File: src/rtl/rtc_pkg.sv
package rtc_pkg;

    localparam int unsigned DOW_W = 3;

    typedef struct packed {
        logic [7:0]       hund;
        logic [7:0]       sec;
        logic [7:0]       min;
        logic [7:0]       hour;
        logic             pm;
        logic [DOW_W-1:0] dow;
        logic [7:0]       date;
        logic [7:0]       mon;
        logic [7:0]       year;
    } rtc_time_t;

    localparam rtc_time_t RTC_RESET = '{
        hund: 8'h00, sec: 8'h00, min: 8'h00, hour: 8'h00, pm: 1'b0,
        dow: DOW_W'(1), date: 8'h01, mon: 8'h01, year: 8'h00
    };

    // one BCD step, digits assumed legal
    function automatic logic [7:0] bcd_inc(input logic [7:0] v);
        if (v[3:0] == 4'd9) return {v[7:4] + 4'd1, 4'd0};
        return {v[7:4], v[3:0] + 4'd1};
    endfunction

    // (10*t + u) mod 4 == 0  <=>  (2*t + u) mod 4 == 0
    function automatic logic is_leap(input logic [7:0] yr);
        if (yr[4]) return (yr[3:0] == 4'd2) || (yr[3:0] == 4'd6);
        return (yr[3:0] == 4'd0) || (yr[3:0] == 4'd4) || (yr[3:0] == 4'd8);
    endfunction

    function automatic logic [7:0] month_last(input logic [7:0] mo, input logic [7:0] yr);
        case (mo)
            8'h02:                      return is_leap(yr) ? 8'h29 : 8'h28;
            8'h04, 8'h06, 8'h09, 8'h11: return 8'h30;
            default:                    return 8'h31;
        endcase
    endfunction

endpackage

File: src/rtl/rtc_bcd_wrap.sv
module rtc_bcd_wrap #(
    parameter logic [7:0] FIRST   = 8'h00,
    parameter logic [7:0] LAST    = 8'h59,
    parameter logic [7:0] RST_VAL = 8'h00
) (
    input  logic       clk,
    input  logic       rst,
    input  logic       adv,
    input  logic       ld,
    input  logic [7:0] ld_val,
    output logic [7:0] q,
    output logic       carry
);
    assign carry = adv && (q == LAST);

    always_ff @(posedge clk) begin
        if (rst)      q <= RST_VAL;
        else if (ld)  q <= ld_val;
        else if (adv) q <= carry ? FIRST : rtc_pkg::bcd_inc(q);
    end
endmodule

File: src/rtl/rtc_clock_chain.sv
module rtc_clock_chain (
    input  logic       clk,
    input  logic       rst,
    input  logic       tick_en,
    input  logic       ld,
    input  logic       mode12,
    input  logic [7:0] ld_hund,
    input  logic [7:0] ld_sec,
    input  logic [7:0] ld_min,
    input  logic [7:0] ld_hour,
    input  logic       ld_pm,
    output logic [7:0] hund,
    output logic [7:0] sec,
    output logic [7:0] min,
    output logic [7:0] hour,
    output logic       pm,
    output logic       day_carry
);
    localparam int unsigned NSTAGE = 3;
    localparam logic [7:0] STAGE_LAST [NSTAGE] = '{8'h99, 8'h59, 8'h59};

    logic [7:0]      cnt  [NSTAGE];
    logic [7:0]      ldv  [NSTAGE];
    logic [NSTAGE:0] adv;

    assign ldv[0] = ld_hund;
    assign ldv[1] = ld_sec;
    assign ldv[2] = ld_min;
    assign adv[0] = tick_en;

    for (genvar g = 0; g < NSTAGE; g++) begin : g_stage
        rtc_bcd_wrap #(
            .FIRST(8'h00), .LAST(STAGE_LAST[g]), .RST_VAL(8'h00)
        ) u_cnt (
            .clk(clk), .rst(rst), .adv(adv[g]), .ld(ld),
            .ld_val(ldv[g]), .q(cnt[g]), .carry(adv[g+1])
        );
    end

    assign hund = cnt[0];
    assign sec  = cnt[1];
    assign min  = cnt[2];

    logic [7:0] hour_nxt;
    logic       pm_nxt;
    logic       wrap_day;

    always_comb begin
        hour_nxt = rtc_pkg::bcd_inc(hour);
        pm_nxt   = pm;
        wrap_day = 1'b0;
        if (mode12) begin
            if (hour == 8'h11) begin
                hour_nxt = 8'h12;
                pm_nxt   = ~pm;
                wrap_day = pm;
            end else if (hour == 8'h12) begin
                hour_nxt = 8'h01;
            end
        end else if (hour == 8'h23) begin
            hour_nxt = 8'h00;
            wrap_day = 1'b1;
        end
    end

    assign day_carry = adv[NSTAGE] && wrap_day;

    always_ff @(posedge clk) begin
        if (rst) begin
            hour <= rtc_pkg::RTC_RESET.hour;
            pm   <= rtc_pkg::RTC_RESET.pm;
        end else if (ld) begin
            hour <= ld_hour;
            pm   <= ld_pm;
        end else if (adv[NSTAGE]) begin
            hour <= hour_nxt;
            pm   <= pm_nxt;
        end
    end
endmodule

File: src/rtl/rtc_calendar_chain.sv
module rtc_calendar_chain #(
    parameter int unsigned DOW_DAYS = 7
) (
    input  logic                      clk,
    input  logic                      rst,
    input  logic                      day_adv,
    input  logic                      ld,
    input  logic [rtc_pkg::DOW_W-1:0] ld_dow,
    input  logic [7:0]                ld_date,
    input  logic [7:0]                ld_mon,
    input  logic [7:0]                ld_year,
    output logic [rtc_pkg::DOW_W-1:0] dow,
    output logic [7:0]                date,
    output logic [7:0]                mon,
    output logic [7:0]                year
);
    localparam int unsigned DW = rtc_pkg::DOW_W;
    localparam logic [DW-1:0] DOW_END = DW'(DOW_DAYS);

    logic date_end, mon_adv, year_adv;

    assign date_end = (date == rtc_pkg::month_last(mon, year));
    assign mon_adv  = day_adv && date_end;

    always_ff @(posedge clk) begin
        if (rst) begin
            dow  <= rtc_pkg::RTC_RESET.dow;
            date <= rtc_pkg::RTC_RESET.date;
            year <= rtc_pkg::RTC_RESET.year;
        end else if (ld) begin
            dow  <= ld_dow;
            date <= ld_date;
            year <= ld_year;
        end else begin
            if (day_adv) begin
                dow  <= (dow == DOW_END) ? DW'(1) : dow + DW'(1);
                date <= date_end ? 8'h01 : rtc_pkg::bcd_inc(date);
            end
            if (year_adv)
                year <= (year == 8'h99) ? 8'h00 : rtc_pkg::bcd_inc(year);
        end
    end

    rtc_bcd_wrap #(
        .FIRST(8'h01), .LAST(8'h12), .RST_VAL(8'h01)
    ) u_month (
        .clk(clk), .rst(rst), .adv(mon_adv), .ld(ld),
        .ld_val(ld_mon), .q(mon), .carry(year_adv)
    );
endmodule

File: src/rtl/rtc_snap_reg.sv
module rtc_snap_reg #(
    parameter int unsigned W = 8,
    parameter logic [W-1:0] RST_VAL = '0
) (
    input  logic         clk,
    input  logic         rst,
    input  logic         cap,
    input  logic [W-1:0] d,
    output logic [W-1:0] q
);
    always_ff @(posedge clk) begin
        if (rst)      q <= RST_VAL;
        else if (cap) q <= d;
    end
endmodule

File: src/rtl/cal_chain_top.sv
module cal_chain_top #(
    parameter int unsigned DOW_DAYS = 7
) (
    input  logic                      clk,
    input  logic                      rst,
    input  logic                      tick,
    input  logic                      mode12,
    input  logic                      load,
    input  logic [7:0]                ld_hund,
    input  logic [7:0]                ld_sec,
    input  logic [7:0]                ld_min,
    input  logic [7:0]                ld_hour,
    input  logic                      ld_pm,
    input  logic [rtc_pkg::DOW_W-1:0] ld_dow,
    input  logic [7:0]                ld_date,
    input  logic [7:0]                ld_mon,
    input  logic [7:0]                ld_year,
    input  logic                      snap,
    output logic [7:0]                rd_hund,
    output logic [7:0]                rd_sec,
    output logic [7:0]                rd_min,
    output logic [7:0]                rd_hour,
    output logic                      rd_pm,
    output logic [rtc_pkg::DOW_W-1:0] rd_dow,
    output logic [7:0]                rd_date,
    output logic [7:0]                rd_mon,
    output logic [7:0]                rd_year
);
    import rtc_pkg::*;

    localparam int unsigned TW = $bits(rtc_time_t);

    rtc_time_t live, ld_v, rd_v;
    logic      tick_en, day_carry;

    assign tick_en = tick && !load;

    assign ld_v = '{hund: ld_hund, sec: ld_sec, min: ld_min, hour: ld_hour,
                    pm: ld_pm, dow: ld_dow, date: ld_date, mon: ld_mon,
                    year: ld_year};

    rtc_clock_chain u_clock (
        .clk(clk), .rst(rst), .tick_en(tick_en), .ld(load), .mode12(mode12),
        .ld_hund(ld_hund), .ld_sec(ld_sec), .ld_min(ld_min),
        .ld_hour(ld_hour), .ld_pm(ld_pm),
        .hund(live.hund), .sec(live.sec), .min(live.min),
        .hour(live.hour), .pm(live.pm), .day_carry(day_carry)
    );

    rtc_calendar_chain #(.DOW_DAYS(DOW_DAYS)) u_cal (
        .clk(clk), .rst(rst), .day_adv(day_carry), .ld(load),
        .ld_dow(ld_dow), .ld_date(ld_date), .ld_mon(ld_mon), .ld_year(ld_year),
        .dow(live.dow), .date(live.date), .mon(live.mon), .year(live.year)
    );

    rtc_snap_reg #(.W(TW), .RST_VAL(TW'(RTC_RESET))) u_snap (
        .clk(clk), .rst(rst), .cap(snap), .d(live), .q(rd_v)
    );

    assign rd_hund = rd_v.hund;
    assign rd_sec  = rd_v.sec;
    assign rd_min  = rd_v.min;
    assign rd_hour = rd_v.hour;
    assign rd_pm   = rd_v.pm;
    assign rd_dow  = rd_v.dow;
    assign rd_date = rd_v.date;
    assign rd_mon  = rd_v.mon;
    assign rd_year = rd_v.year;
endmodule

File: config.mk
export PLATFORM = sky130hd
export DESIGN_NAME = cal_chain_top
export DESIGN_NICKNAME = d
export VERILOG_FILES = /design/src/rtl/rtc_pkg.sv /design/src/rtl/rtc_bcd_wrap.sv /design/src/rtl/rtc_clock_chain.sv /design/src/rtl/rtc_calendar_chain.sv /design/src/rtl/rtc_snap_reg.sv /design/src/rtl/cal_chain_top.sv
export SDC_FILE = /design/constraint.sdc
export NUM_CORES = 1
export LEC_CHECK = 0
export ABC_AREA = 0
export ABC_CLOCK_PERIOD_IN_PS = 2400
export BUFFER_PORTS_ARGS = -buffer_cell sky130_fd_sc_hd__buf_2
export CAP_MARGIN = 20
export CORE_ASPECT_RATIO = 0.8
export CORE_MARGIN = 1.5
export CORE_UTILIZATION = 45
export DETAILED_ROUTE_END_ITERATION = 10
export PLACE_DENSITY = 0.72
export RECOVER_POWER = 100
export SLEW_MARGIN = 5
export SYNTH_ARGS = -nofsm -noshare
export SYNTH_HDL_FRONTEND = slang
export SYNTH_SLANG_ARGS = --single-unit
File: constraint.sdc
create_clock -name clk -period 2.4 [get_ports clk]
set_clock_uncertainty 0.2 [all_clocks]
set_input_delay 0.36 -clock clk [delete_from_list [all_inputs] [get_ports clk]]
set_output_delay 0.36 -clock clk [all_outputs]
set_load 0.01 [all_outputs]
== Yosys cells after proc, flatten, opt, wreduce, memory -nomap -nowiden ==
Index checks and enable logic that the tools add are counted.
Cells by class
  bitwise gates (word level): 1
  shift-type cells: 0
  equality and inequality tests: 26
  add/sub/neg operators: 15
  multiplexer cells: 80
  multiply operators: 0
  div/mod/pow operators: 0
  order comparisons: 0
  reduce and logical (&&, ||, !) cells: 35
Operators by type and width (count)
  two-way mux 8 bit: 38
  adder 4 x 1 -> 4 bit, second input constant: 14
  two-way mux 1 bit: 38
  == test 4 bit, second input constant: 8
  == test 8 x 5 -> 1 bit, second input constant: 4
  nonzero test 2 bit: 9
  nonzero test 3 bit: 6
  == test 8 x 3 -> 1 bit, second input constant: 2
  == test 8 x 7 -> 1 bit, second input constant: 2
  == test 8 bit, second input constant: 2
  one-hot mux 8 bit (2 select lines): 1
  AND reduction 2 bit: 6
  two-way mux 3 bit: 3
  == test 4 x 3 -> 1 bit, second input constant: 2
  == test 8 x 2 -> 1 bit, second input constant: 1
  == test 8 x 4 -> 1 bit, second input constant: 1
  == test 8 x 6 -> 1 bit, second input constant: 1
  == test 8 bit: 1
  logical AND 1 bit: 7
  == test 4 x 2 -> 1 bit, second input constant: 1
  zero test 4 bit: 1
  OR reduction 4 bit: 1
  adder 3 x 1 -> 3 bit, second input constant: 1
  == test 3 bit, second input constant: 1
  4 further kinds: 6
Storage, ports and cells
  memories kept: 0
  RAM bits: 0
  word-level logic and storage cells: 173
  register bits after elaboration: 120
  ROM bits: 0
  bits in latches: 0
  output and inout bits: 60

== Logic depth before layout (Yosys ltp) ==
Gate-level depths: netlist (run 1).
  depth in word-level cells: 17
  mapped depth: 11
  mapped depth without buffers: 8

== Cells and area by module ==
From an unflattened synthesis (run 1), not the netlist that was laid out.
Unflattened totals
  cells, all modules: 705
  area, all modules: 6436.2 um^2
By module, submodules not included
  rtc_snap_reg: instances 1, cells an instance 194, area an instance 2165.8 um^2
  rtc_bcd_wrap at u_clock.g_stage[0].u_cnt ...: instances 3, cells an instance 61, area an instance 549.3 um^2
  rtc_calendar_chain: instances 1, cells an instance 170, area an instance 1290.0 um^2
  rtc_clock_chain: instances 1, cells an instance 92, area an instance 775.7 um^2
  rtc_bcd_wrap at u_cal.u_month: instances 1, cells an instance 65, area an instance 543.0 um^2
  cal_chain_top: instances 1, cells an instance 1, area an instance 13.8 um^2

== Worst setup path before layout (run 1) ==
OpenSTA, ideal clock, no wires.
  path type: reg2reg
  from: register u_clock.g_stage[0].u_cnt.q[4]
  to: register u_cal.u_month.q[2]
  path slack: -0.239 ns
  data required time: 2.109 ns
  data arrival time: 2.348 ns
  setup time: 0.091 ns
  cell stages (with the launch flop): 9
  cell sequence: dfxtp_1 > ha_1 > nand4b_1 > or2_1 > buf_2 > a2111oi_4 > nand3_4 > or3_1 > a311oi_1
Between the ends
  longest elaborated chain between the ends: 10
  elaborated cells between the ends (all ways): 11
  those cells by class: 1 x eq/ne; 3 x mux; 7 x reduce/logical
RTL lines
  start, declared: RTL line rtc_bcd_wrap.sv:11  | output logic [7:0] q,
  start signal, assigned: RTL line rtc_bcd_wrap.sv:18  | else if (ld) q <= ld_val;
  start signal, assigned: RTL line rtc_bcd_wrap.sv:19  | else if (adv) q <= carry ? FIRST : rtc_pkg::bcd_inc(q);
  == test 8 bit *: RTL line rtc_bcd_wrap.sv:14  | assign carry = adv && (q == LAST);
  logical AND 1 bit * (3 in a row): RTL line rtc_bcd_wrap.sv:14
  logical AND 1 bit *: RTL line rtc_clock_chain.sv:66  | assign day_carry = adv[NSTAGE] && wrap_day;
  logical AND 1 bit *: RTL line rtc_calendar_chain.sv:23  | assign mon_adv = day_adv && date_end;
  logical AND 1 bit: RTL line rtc_bcd_wrap.sv:14
  two-way mux 8 bit (2 in a row): RTL line rtc_bcd_wrap.sv:19
  two-way mux 8 bit: RTL line rtc_bcd_wrap.sv:18
  end signal, assigned: RTL line rtc_bcd_wrap.sv:18
  end signal, assigned: RTL line rtc_bcd_wrap.sv:19
  end, declared: RTL line rtc_bcd_wrap.sv:11
Every way passes the cells marked *; elsewhere a longest branch is shown, timed or not. The select of a mux whose other input is x is not followed.
A chain may end at the register's enable or synchronous reset.

== Worst setup path in the final report (run 1) ==
  from: register u_cal.date[7]
  to: register u_cal.u_month.q[6]
Between the ends
  longest elaborated chain between the ends: 6
  elaborated cells between the ends (all ways): 9
  those cells by class: 1 x eq/ne; 3 x mux; 5 x reduce/logical
RTL lines
  start, declared: RTL line rtc_calendar_chain.sv:13  | output logic [7:0] date,
  start signal, assigned: RTL line rtc_calendar_chain.sv:28  | date <= rtc_pkg::RTC_RESET.date;
  start signal, assigned: RTL line rtc_calendar_chain.sv:32  | date <= ld_date;
  start signal, assigned: RTL line rtc_calendar_chain.sv:37  | date <= date_end ? 8'h01 : rtc_pkg::bcd_inc(date);
  == test 8 bit *: RTL line rtc_calendar_chain.sv:22  | assign date_end = (date == rtc_pkg::month_last(mon, year));
  logical AND 1 bit *: RTL line rtc_calendar_chain.sv:23
  logical AND 1 bit: RTL line rtc_bcd_wrap.sv:14
  two-way mux 8 bit (2 in a row): RTL line rtc_bcd_wrap.sv:19
  two-way mux 8 bit: RTL line rtc_bcd_wrap.sv:18
Marked as above.

==> results.cfg, run 1 <==
[routing]
wl_met2_mm = 8.08
drt-total-wl_mm = 18.6
vias = 6456
wl_met1_mm = 8.80
routed_via_density = 5.50
drt-pass1-iter-count = 5
drt_iter0_markers = 436
drc_errors = 0
post_drt_wl_per_cell_um = 15.9
top_layer = met5
antenna_left = 0
dr_wl_met3_mm = 1.37

[setup_path]
cp_cell_sequence = or4b_4, a211o_1, a2111oi_4, buf_4, nand4_1, a211o_1, o41ai_2
r2r_slack_ns = -0.16
critPathMostFrequentCell = a211o_1
crit_type = flip-flop to flip-flop
cp_slowest_cell = or4b_4
critPathBufInv = 1
r2r-end = u_cal.u_month.q[6]
cpLargestDelayFamily = compound AO/OA/AOI/OAI gates
worstPathRequired_ns = 2.52
startpoint_type = flip-flop
rr_startpoint = u_cal.date[7]
r2r_cells = 7
slowest_delay_ns = 0.53
critPathCaptureType = flip-flop
cp-startpoint = u_cal.date[7]
critical_path.max_fanout = 5
cp.arrival_ns = 2.68

[global_routing]
grt_pass1_wl_mm = 28.8
grt_pass1_vias = 5943
antenna_found_initial = 2
grt-ovfl-total = 0
grt_max_degree = 71
grt.total_usage = 0.247

[sta]
maxClockFrequency_ghz = 0.390
setup-violations-final = 35
report.final.slew_viol_count = 22
hold_violations = 0
period_share = 1.07
rsz0062_at_grt = true
slew_headroom = -0.0514
worstMarginPinSlew_ns = 1.58
min_period_ns = 2.56
setup_ws_ns = -0.163

[power_and_ir_drop]
p_sw_mw = 1.50
clkPwrFrac = 0.461
peakVddDrop_mv = 0.500
seqPwrFrac = 0.389
netSwitchingFraction = 0.270
leakagePower_nw = 3.76
comb_power_share = 0.150
p_per_area_nw_per_um2 = 632
cell_internal_pwr_mw = 4.08

[placement]
pre_cts_slack_ns = -0.176
detailed_place_hpwl_mm = 12.5
place_area_um2 = 7870
dpl.cell_count = 1118
io_buffers = 125
routabilityCongestion = 0.898

[yosys]
ys_types = 71
syn_avg_cell_area_um2 = 8.35
synthCells = 753
synth_ff_type = dfxtp_1
ys_async_sr_fraction = 0
ys_seq_area_frac = 0.382
synth_warnings = 0
synth.top_cell.area_share = 0.382
syn_nets = 844
synth-edff-count = 0
synth_top_area_cell = dfxtp_1
netlist_area_um2 = 6290
yosys-top-cells-area = dfxtp_1 (38%), mux2i_1 (11%), nor2_1 (6.8%), ha_1 (5.0%), nand2_1 (4.1%)
synth-seq-cells = 120

[floorplanning]
rows = 38
die-area_um2 = 14700
floorplan.die.height_um = 109
core_area_um2 = 13600
fp.dieW_um = 135
start_util = 0.462
ios = 126

[run_status]
status = finished, violations left
failed_checks = capacitance limit, slew limit, setup timing

[cells_and_area]
fin_nets = 1071
drive_gt1_frac = 0.283
fin_area_um2 = 8840
final_common_cell = nor2_1
final_cells = 1173
diodes = 0
fin_util = 0.650
mostFrequentLayoutCells = nor2_1 (112), dfxtp_1 (111), buf_4 (109), mux2i_1 (68), clkbuf_1 (67)
area_delta_synth_final_pct = 40.5
nFillCells = 1142

[clock_network]
cts_sinks = 120
cts_tree = yes
cts_max_path_buffers = 2
clock_latency_ns = 0.42
numCtsBuffers = 17
clk_pin_slew_ns = 0.06
cts-root-buf = clkbuf_16
cts_max_level = 4

[hold_path]
min_from = ld_hour[7]
whs_endpoint = u_clock.hour[7]
hold_path_class = primary input to flip-flop
min_path_cells = 3

[run]
cap_viol_max_count = 1
==> layout make-up <==
class / count / area [µm²] / area share
flip-flops and latches: 120 / 2420 / 0.274
inverters: 29 / 111 / 0.0126
clock inverters: 13 / 146 / 0.0166
multi-input cells: 554 / 3890 / 0.440
clock buffers: 19 / 453 / 0.0513
repair buffers: 258 / 1590 / 0.180
well taps: 180 / 225 / 0.0255
==> worst max-delay path by stage <==
stage                          to  slack [ns]  depth (start not counted)
2_1_floorplan  u_cal.u_month.q[2]       -0.14                          6
3_3_place_gp   u_cal.u_month.q[6]       -0.16                          7
3_5_place_dp   u_cal.u_month.q[6]       -0.18                          7
4_1_cts        u_cal.u_month.q[2]       -0.14                          7
5_1_grt             u_cal.year[6]       -0.28                          9
6_report       u_cal.u_month.q[6]       -0.16                          7
==> worst min-delay path, delay by kind of cell <==
family / cells / cell delay (ns)
AOI/OAI and AO/OA: 1 / 0.05
buffers and inverters: 1 / 0.10
and+or+nand+nor: 1 / 0.08
==> Yosys cell counts, types with 4 or more instances <==
library cell and count:
a211oi_1 14, a21oi_1 33, a221oi_1 7, a311oi_1 8, a31oi_1 11, and3_1 7
and3b_1 6, clkbuf_1 42, dfxtp_1 120, ha_1 25, inv_1 29, mux2i_1 68
nand2_1 68, nand3_1 29, nand3b_1 7, nand4_1 10, nor2_1 114, nor3_1 19
nor3b_1 7, nor4_1 4, nor4b_1 4, o211ai_1 6, o21ai_0 32, or3_1 5
==> power by group through the flow <==
stage          Combinational (mW)  Clock, mW  Sequential, mW
6_report                    0.838       2.57            2.17
5_1_grt                     0.915       2.70            2.18
4_1_cts                     0.777       2.60            2.16
3_5_place_dp                0.758          0            2.21
3_3_place_gp                0.748          0            2.20
2_1_floorplan               0.397          0            2.24
==> sequential cells by signal, indices dropped and copies added, names as in the netlist <==
signal,cells
u_clock.pm,1
u_clock.hour,8
u_cal.u_month.q,8
u_cal.year,8
u_cal.dow,3
u_cal.date,8
u_clock.g_stage.u_cnt.q,24
u_snap.q,60
==> cell families after synthesis <==
| kind of cell | Yosys count | share of synthesized area |
|---|---|---|
| xor gates and xnor gates | 5 | 0.00697 |
| muxes | 69 | 0.110 |
| and+or+nand+nor | 308 | 0.242 |
| buffers and inverters | 79 | 0.0489 |
| AOI/OAI and AO/OA | 147 | 0.160 |
| DFF | 120 | 0.382 |
| adders and majority gates | 25 | 0.0497 |
==> per-layer routing <==
| metal | GRT usage | up-vias |
|---|---|---|
| met3 | 0.0669 | 40 |
| met2 | 0.376 | 247 |
| met4 | 0.0937 | 2 |
| met1 | 0.334 | 2993 |
| li1 | - | 3174 |
| met5 | 0 | - |
==> metrics by stage <==
| step | setup TNS [ns] | hold WS (ns) | total power [mW] |
|---|---|---|---|
| after floorplan | -0.762 | 0.262 | 2.63 |
| after global placement | -1.09 | 0.250 | 2.95 |
| after detailed placement | -1.54 | 0.252 | 2.96 |
| after CTS | -0.611 | 0.00270 | 5.54 |
| after global routing | -8.24 | 0.0124 | 5.80 |
| final | -1.68 | 0.00868 | 5.58 |
==> timing repair <==
action,in CTS,in global routing
gates cloned,0,0
resized for setup,10,63
setup buffers,2,15
hold buffers,7,0
hold endpoints to repair,7,0
pin swaps,12,27
endpoints found under the setup margin,20,25
No activity file was read; power rests on OpenSTA's default activity.
==> run 2, diff against run 1 <==
- ABC_CLOCK_PERIOD_IN_PS: 2400 -> 2900
- GPL_TIMING_DRIVEN: not set -> 0
- PLACE_DENSITY: 0.72 -> 0.69
- clock period: 2.4 -> 2.9 ns (I/O delays scaled with it)
==> run 2 against run 1 <==
The flow now finishes without violations. Non-clock buffer count fell by 78. Routed wire length rose by 6.2%. Register-to-register slack improved by 0.24 ns. Highest routed layer is now met4. Combinational power fell by 35%. Critical endpoint is now u_cal.u_month.q[2]. Worst setup slack improved by 0.24 ns. Total power fell by 18%. Global-route usage rose by 2.3 points.
==> results.cfg, run 2 (synthesis gave the netlist of run 1 again) <==
[setup_path]
critical_path.max_fanout = 7
cp.arrival_ns = 2.95
cp_slowest_cell = or4b_1
crit_type = flip-flop to flip-flop
worstPathRequired_ns = 3.03
cpLargestDelayFamily = simple AND/OR/NAND/NOR gates
critPathBufInv = 1
slowest_delay_ns = 0.47
startpoint_type = flip-flop
critPathCaptureType = flip-flop
cp_cell_sequence = or4b_1, a211o_1, a2111oi_4, buf_4, nand3_4, or3_1, a311oi_2

[clock_network]
cts_hold_buffers = 0
clock_latency_ns = 0.43
numCtsBuffers = 17
cts_max_path_buffers = 2
cts_sinks = 120
cts_max_level = 4
cts_tree = yes
clk_pin_slew_ns = 0.06
cts-root-buf = clkbuf_16

[power_and_ir_drop]
p_per_area_nw_per_um2 = 581
peakVddDrop_mv = 0.505
leakagePower_nw = 3.22
fin_total_pwr_mw = 4.57

[floorplanning]
core_area_um2 = 13600
die-area_um2 = 14700
ios = 126
rows = 38
fp.dieW_um = 135
start_util = 0.462
floorplan.die.height_um = 109

[cells_and_area]
regArea_um2 = 2410
multi_input_area_um2 = 3700
diodes = 0
fin_area_um2 = 7860
final_cells = 1095
largest_register = u_snap.q
largest_register_ff_count = 60
fin_nets = 993
area_delta_synth_final_pct = 25.0
reg_top3 = u_snap.q: 60 flops, u_clock.g_stage.u_cnt.q: 24 flops
final_common_cell = nor2_1
nFillCells = 1284
mostFrequentLayoutCells = nor2_1 (114), dfxtp_1 (113), clkbuf_1 (103), mux2i_1 (68), nand2_1 (68)
drive_gt1_frac = 0.148

[global_routing]
grt_pass1_wl_mm = 30.2
use_met1 = 0.375
use_met2 = 0.394
antenna_found_initial = 0
top_usage_layer = met2
grt.total_usage = 0.271
grt_pass1_vias = 5672
grt_util_met3 = 0.0665
grt-ovfl-total = 0
grt_max_degree = 17

[routing]
routed_via_density = 5.74
antenna_left = 0
drt-pass1-iter-count = 7
vias = 6284
drt-total-wl_mm = 19.8
post_drt_wl_per_cell_um = 18.1
drt_iter0_markers = 563
drc_errors = 0

[sta]
worstMarginPinSlew_ns = 0.884
period_share = 0.972
maxClockFrequency_ghz = 0.355
setup-violations-final = 0
min_period_ns = 2.82
hold_violations = 0
slew_headroom = 0.411
report.final.slew_viol_count = 0
setup-tns-final_ns = 0

[placement]
routabilityCongestion = 0.906
io_buffers = 122
dpl.cell_count = 1055
detailed_place_hpwl_mm = 13.6
place_area_um2 = 7120

[run_status]
status = finished, final reports clean

[hold_path]
hold_path_class = primary input to flip-flop

[run]
cap_viol_max_count = 0
==> run 2: cell count changes in the layout (fill, tap and decap cells not counted), moves of 4 or more <==
cell / previous run / this run
a31oi_4: 4 / 0
a31oi_1: 7 / 11
buf_4: 109 / 14
inv_1: 24 / 29
dlygate4sd3_1: 7 / 0
o21ai_0: 26 / 32
nand3_2: 5 / 1
inv_2: 4 / 0
clkbuf_1: 67 / 103
nand3_1: 23 / 28
buf_6: 7 / 0
==> run 2: what timing repair did <==
| action | 4_1_cts | 5_1_grt |
|---|---|---|
| setup endpoints to repair | 21 | 25 |
| setup buffers | 5 | 7 |
| gates resized for setup | 7 | 20 |
| gates cloned | 0 | 0 |
| pin swaps | 3 | 8 |
==> run 2: worst paths after layout <==
check | start | to | slack [ns] | cells after the start
setup / recovery | u_cal.date[4] | u_cal.u_month.q[2] | 0.08 | 7
hold / removal | ld_hund[0] | u_clock.g_stage[0].u_cnt.q[0] | 0.06 | 3
setup reg to reg | u_cal.date[4] | u_cal.u_month.q[2] | 0.08 | 7
hold reg to reg | u_snap.q[37] | u_snap.q[37] | 0.29 | 2
==> run 2: area by class of cell <==
cell class,count,share of cell area
multi-input combinational,554,0.470
timing repair buffer,134,0.0795
clock inverter,11,0.0188
tap,180,0.0287
buffer,46,0.0234
clock buffer,21,0.0586
sequential,120,0.307
inverter,29,0.0139
==> run 2: layer usage <==
layer	wire, µm	vias to the layer above
li1	-	3013
met1	8920	2895
met2	8350	329
met3	1920	47
met4	597	0
met5	0	-
==> run 2: tightest hold or removal path, cell delays in order <==
cell     delay (ns)
buf_2          0.09
a21oi_1        0.06
nor2_1         0.07
==> run 2: report_power, final <==
part           switching (mW)  internal [mW]  leakage, nW
logic                   0.319          0.222         1.95
clock network           0.796           1.39        0.285
registers               0.101           1.74        0.987
total                    1.22           3.35         3.22
==> run 2: stage by stage <==
stage,setup slack [ns],hold slack (ns),utilization
CTS,0.00706,0.0491,0.574
global placement,-0.223,0.270,0.524
floorplan,0.213,0.262,-
finish,0.0807,0.0572,0.578
global route,-0.0233,0.0627,0.578
detailed placement,-0.292,0.277,0.524
==> run 3, diff against run 2 <==
- ABC_CLOCK_PERIOD_IN_PS: 2900 -> not set
- REMOVE_ABC_BUFFERS: not set -> 1
- SYNTH_HIERARCHICAL: not set -> 1
==> run 3 against run 2 <==
The run now ends with setup timing left. Worst hold slack got worse by 0.020 ns. Critical path type is now primary input to flip-flop. Global-route usage fell by 5.1 points. Routed wire length fell by 18%. Utilization rose by 3.7 points.
==> results.cfg, run 3 <==
[cells_and_area]
drive_gt1_frac = 0.321
largest_register_ff_count = 60
largest_register = u_snap/q
regArea_um2 = 2410
multi_input_area_um2 = 3930
final_cells = 1051
reg_top3 = u_snap/q: 60 flops, u_clock/g_stage.u_cnt/q: 24 flops
mostFrequentLayoutCells = buf_2 (122), dfxtp_1 (117), nor2_1 (87), mux2i_1 (65), a21oi_1 (42)
area_delta_synth_final_pct = 31.2
fin_nets = 946
fin_area_um2 = 8440
nFillCells = 1178
final_common_cell = buf_2
diodes = 0

[yosys]
yosys-top-cells-area = dfxtp_1 (37%), mux2i_1 (10%), nor2_1 (5.1%), ha_1 (4.3%), a21oi_1 (3.7%)
netlist_area_um2 = 6440
synth_most_common_cell = dfxtp_1
synth-seq-cells = 120
ys_async_sr_fraction = 0
ys_types = 76
syn_avg_cell_area_um2 = 9.13
synth_ff_type = dfxtp_1
synth_warnings = 6
ys_seq_area_frac = 0.373
synth_compound_area_frac = 0.152
synthCells = 705
yosys-top-cells-count = dfxtp_1 (120), nor2_1 (87), mux2i_1 (66)
synth.top_cell.area_share = 0.373
yosys.area_share.simple = 0.234
synth.mux.area_fraction = 0.108
synth-edff-count = 0
synth_xor_area_frac = 0.0313
synth_top_area_cell = dfxtp_1
synth_top_family_by_area = simple AND/OR/NAND/NOR gates
yosys.area_share.adder = 0.0428

[floorplanning]
core_area_um2 = 13700
ios = 126
die-area_um2 = 15000
start_util = 0.468
rows = 38
floorplan.die.height_um = 110
fp.dieW_um = 137

[setup_path]
critPathCaptureType = flip-flop
cp-endpoint = u_cal/year[2]
critPathBufInv = 4
critical_path.max_fanout = 39
crit_cells = 23
r2r-end = u_cal/year[2]
cpLargestDelayFamily = simple AND/OR/NAND/NOR gates
rr_startpoint = u_clock/g_stage[0].u_cnt/q[5]
cp_slowest_cell = and4b_2
cp_cell_sequence = buf_8, buf_16, nor2b_4, and4b_1, nor2b_4, and4b_2, nor2b_4, and4b_1, nor2b_4, nand2_4, nor3b_4, buf_6, nand2_4, a21oi_4, mux2i_4, inv_2, and4bb_2, and2_4, nand3_2, xnor2_2, nor2_1, a21oi_1, nor2_1
critPathMostFrequentCell = nor2b_4
startpoint_type = primary input
cp-startpoint = load
worstPathRequired_ns = 2.99
r2r_slack_ns = -1.02
cp.arrival_ns = 4.01
crit_type = primary input to flip-flop
r2r_cells = 22
slowest_delay_ns = 0.27

[global_routing]
grt_pass1_wl_mm = 26.2
grt.total_usage = 0.220
antenna_found_initial = 0
grt_max_degree = 77
grt-ovfl-total = 0
grt_pass1_vias = 5263

[sta]
setup-violations-final = 31
hold_violations = 0
min_period_ns = 3.92
slew_headroom = 0.0594
worstMarginPinSlew_ns = 1.41
rsz0062_at_grt = true
period_share = 1.35
setup_ws_ns = -1.02
maxClockFrequency_ghz = 0.255
report.final.slew_viol_count = 0

[clock_network]
numCtsBuffers = 17
cts_tree = yes
cts_max_level = 4
cts_max_path_buffers = 2
cts_hold_buffers = 0
clk_pin_slew_ns = 0.06
cts-root-buf = clkbuf_16
cts_sinks = 120
clock_latency_ns = 0.41

[power_and_ir_drop]
comb_power_share = 0.114
fin_total_pwr_mw = 4.71
cell_internal_pwr_mw = 3.54
seqPwrFrac = 0.392
leakagePower_nw = 3.77
netSwitchingFraction = 0.248
p_per_area_nw_per_um2 = 558
p_sw_mw = 1.17
peakVddDrop_mv = 0.368
clkPwrFrac = 0.494

[routing]
antenna_left = 0
drc_errors = 0
drt-pass1-iter-count = 5
vias = 5630
drt-total-wl_mm = 16.3
post_drt_wl_per_cell_um = 15.5
drt_iter0_markers = 289
routed_via_density = 5.36

[placement]
routabilityCongestion = 0.843
dpl.cell_count = 978
detailed_place_hpwl_mm = 9.72
place_area_um2 = 7140
pre_cts_slack_ns = -3.91
io_buffers = 125

[hold_path]
hold_path_class = primary input to flip-flop

[run_status]
failed_checks = setup timing
status = finished, violations left

[run]
cap_viol_max_count = 0
-- run 3: cell count changes after synthesis, sizes merged, moves of 8 or more --
cell	change
xnor2	+10
xor2	+8
clkbuf	-32
nor2b	+9
o21ai	-9
nor3b	+9
a21oi	+15
nand4	-8
a311oi	-8
nand2	-23
nand3	-9
buf	+18
nor2	-27
-- run 3: timing repair --
item / CTS / global route
pin swaps: 25 / 21
gates cloned: 2 / 1
setup buffers: 38 / 13
gates resized for setup: 57 / 30
endpoints found under the setup margin: 44 / 34
-- run 3: metrics by stage --
stage | hold WS [ns] | setup TNS (ns) | util
final | 0.0373 | -17.42 | 0.614
after detailed placement | 0.275 | -107.73 | 0.519
after global placement | 0.266 | -165.58 | 0.512
after floorplan | 0.268 | -63.29 | -
after global routing | 0.0320 | -24.19 | 0.614
after CTS | 0.0179 | -18.09 | 0.607
-- run 3: worst min path at each step --
stage | slack (ns) | cells past startpoint | startpoint | endpoint
floorplan | 0.27 | 2 | u_clock/pm | u_clock/pm
global placement | 0.27 | 2 | u_snap/q[25] | u_snap/q[25]
detailed placement | 0.27 | 2 | u_snap/q[38] | u_snap/q[38]
CTS | 0.02 | 3 | ld_mon[0] | u_cal/u_month/q[0]
global route | 0.03 | 3 | ld_mon[0] | u_cal/u_month/q[0]
finish | 0.04 | 3 | ld_mon[0] | u_cal/u_month/q[0]
-- run 3: area by class of cell --
class | instances | area share
clock buffer | 20 | 0.0529
multi-input combinational | 515 | 0.466
sequential | 120 | 0.285
clock inverter | 12 | 0.0236
timing repair buffer | 170 | 0.131
inverter | 34 | 0.0151
tap | 180 | 0.0267
-- run 3: cell families (layout without fill, tap and decap cells) --
kind of cell / after synthesis / in the layout
simple gates: 263 / 263
compound gates: 138 / 138
flops: 120 / 120
buf+inv: 70 / 236
mux: 69 / 69
xor+xnor: 23 / 23
fa+ha+maj: 22 / 22
-- run 3: per-layer routing --
layer / vias to the layer above / share of wire / track usage
li1: 2829 / - / -
met4: 0 / 0.018 / 0.0775
met5: - / 0 / 0
met2: 104 / 0.45 / 0.328
met3: 21 / 0.035 / 0.0516
met1: 2676 / 0.50 / 0.309
-- run 3: power by group through the flow --
stage	clock network, mW	registers [mW]	logic [mW]
floorplan	0	1.87	0.265
global placement	0	1.88	0.472
detailed placement	0	1.88	0.483
CTS	2.37	1.84	0.525
global route	2.44	1.86	0.593
finish	2.33	1.85	0.538
-- run 3: worst register-to-register path, stage by stage (launching register included) --
cell,delay (ns)
dfxtp_2,0.32
inv_2,0.07
ha_4,0.11
and4b_1,0.22
nor2b_4,0.17
and4b_2,0.28
nor2b_4,0.17
and4b_1,0.22
nor2b_4,0.22
nand2_4,0.08
nor3b_4,0.24
buf_6,0.16
nand2_4,0.07
a21oi_4,0.15
mux2i_4,0.10
inv_2,0.07
and4bb_2,0.24
and2_4,0.21
nand3_2,0.12
xnor2_2,0.15
nor2_1,0.05
a21oi_1,0.12
nor2_1,0.06
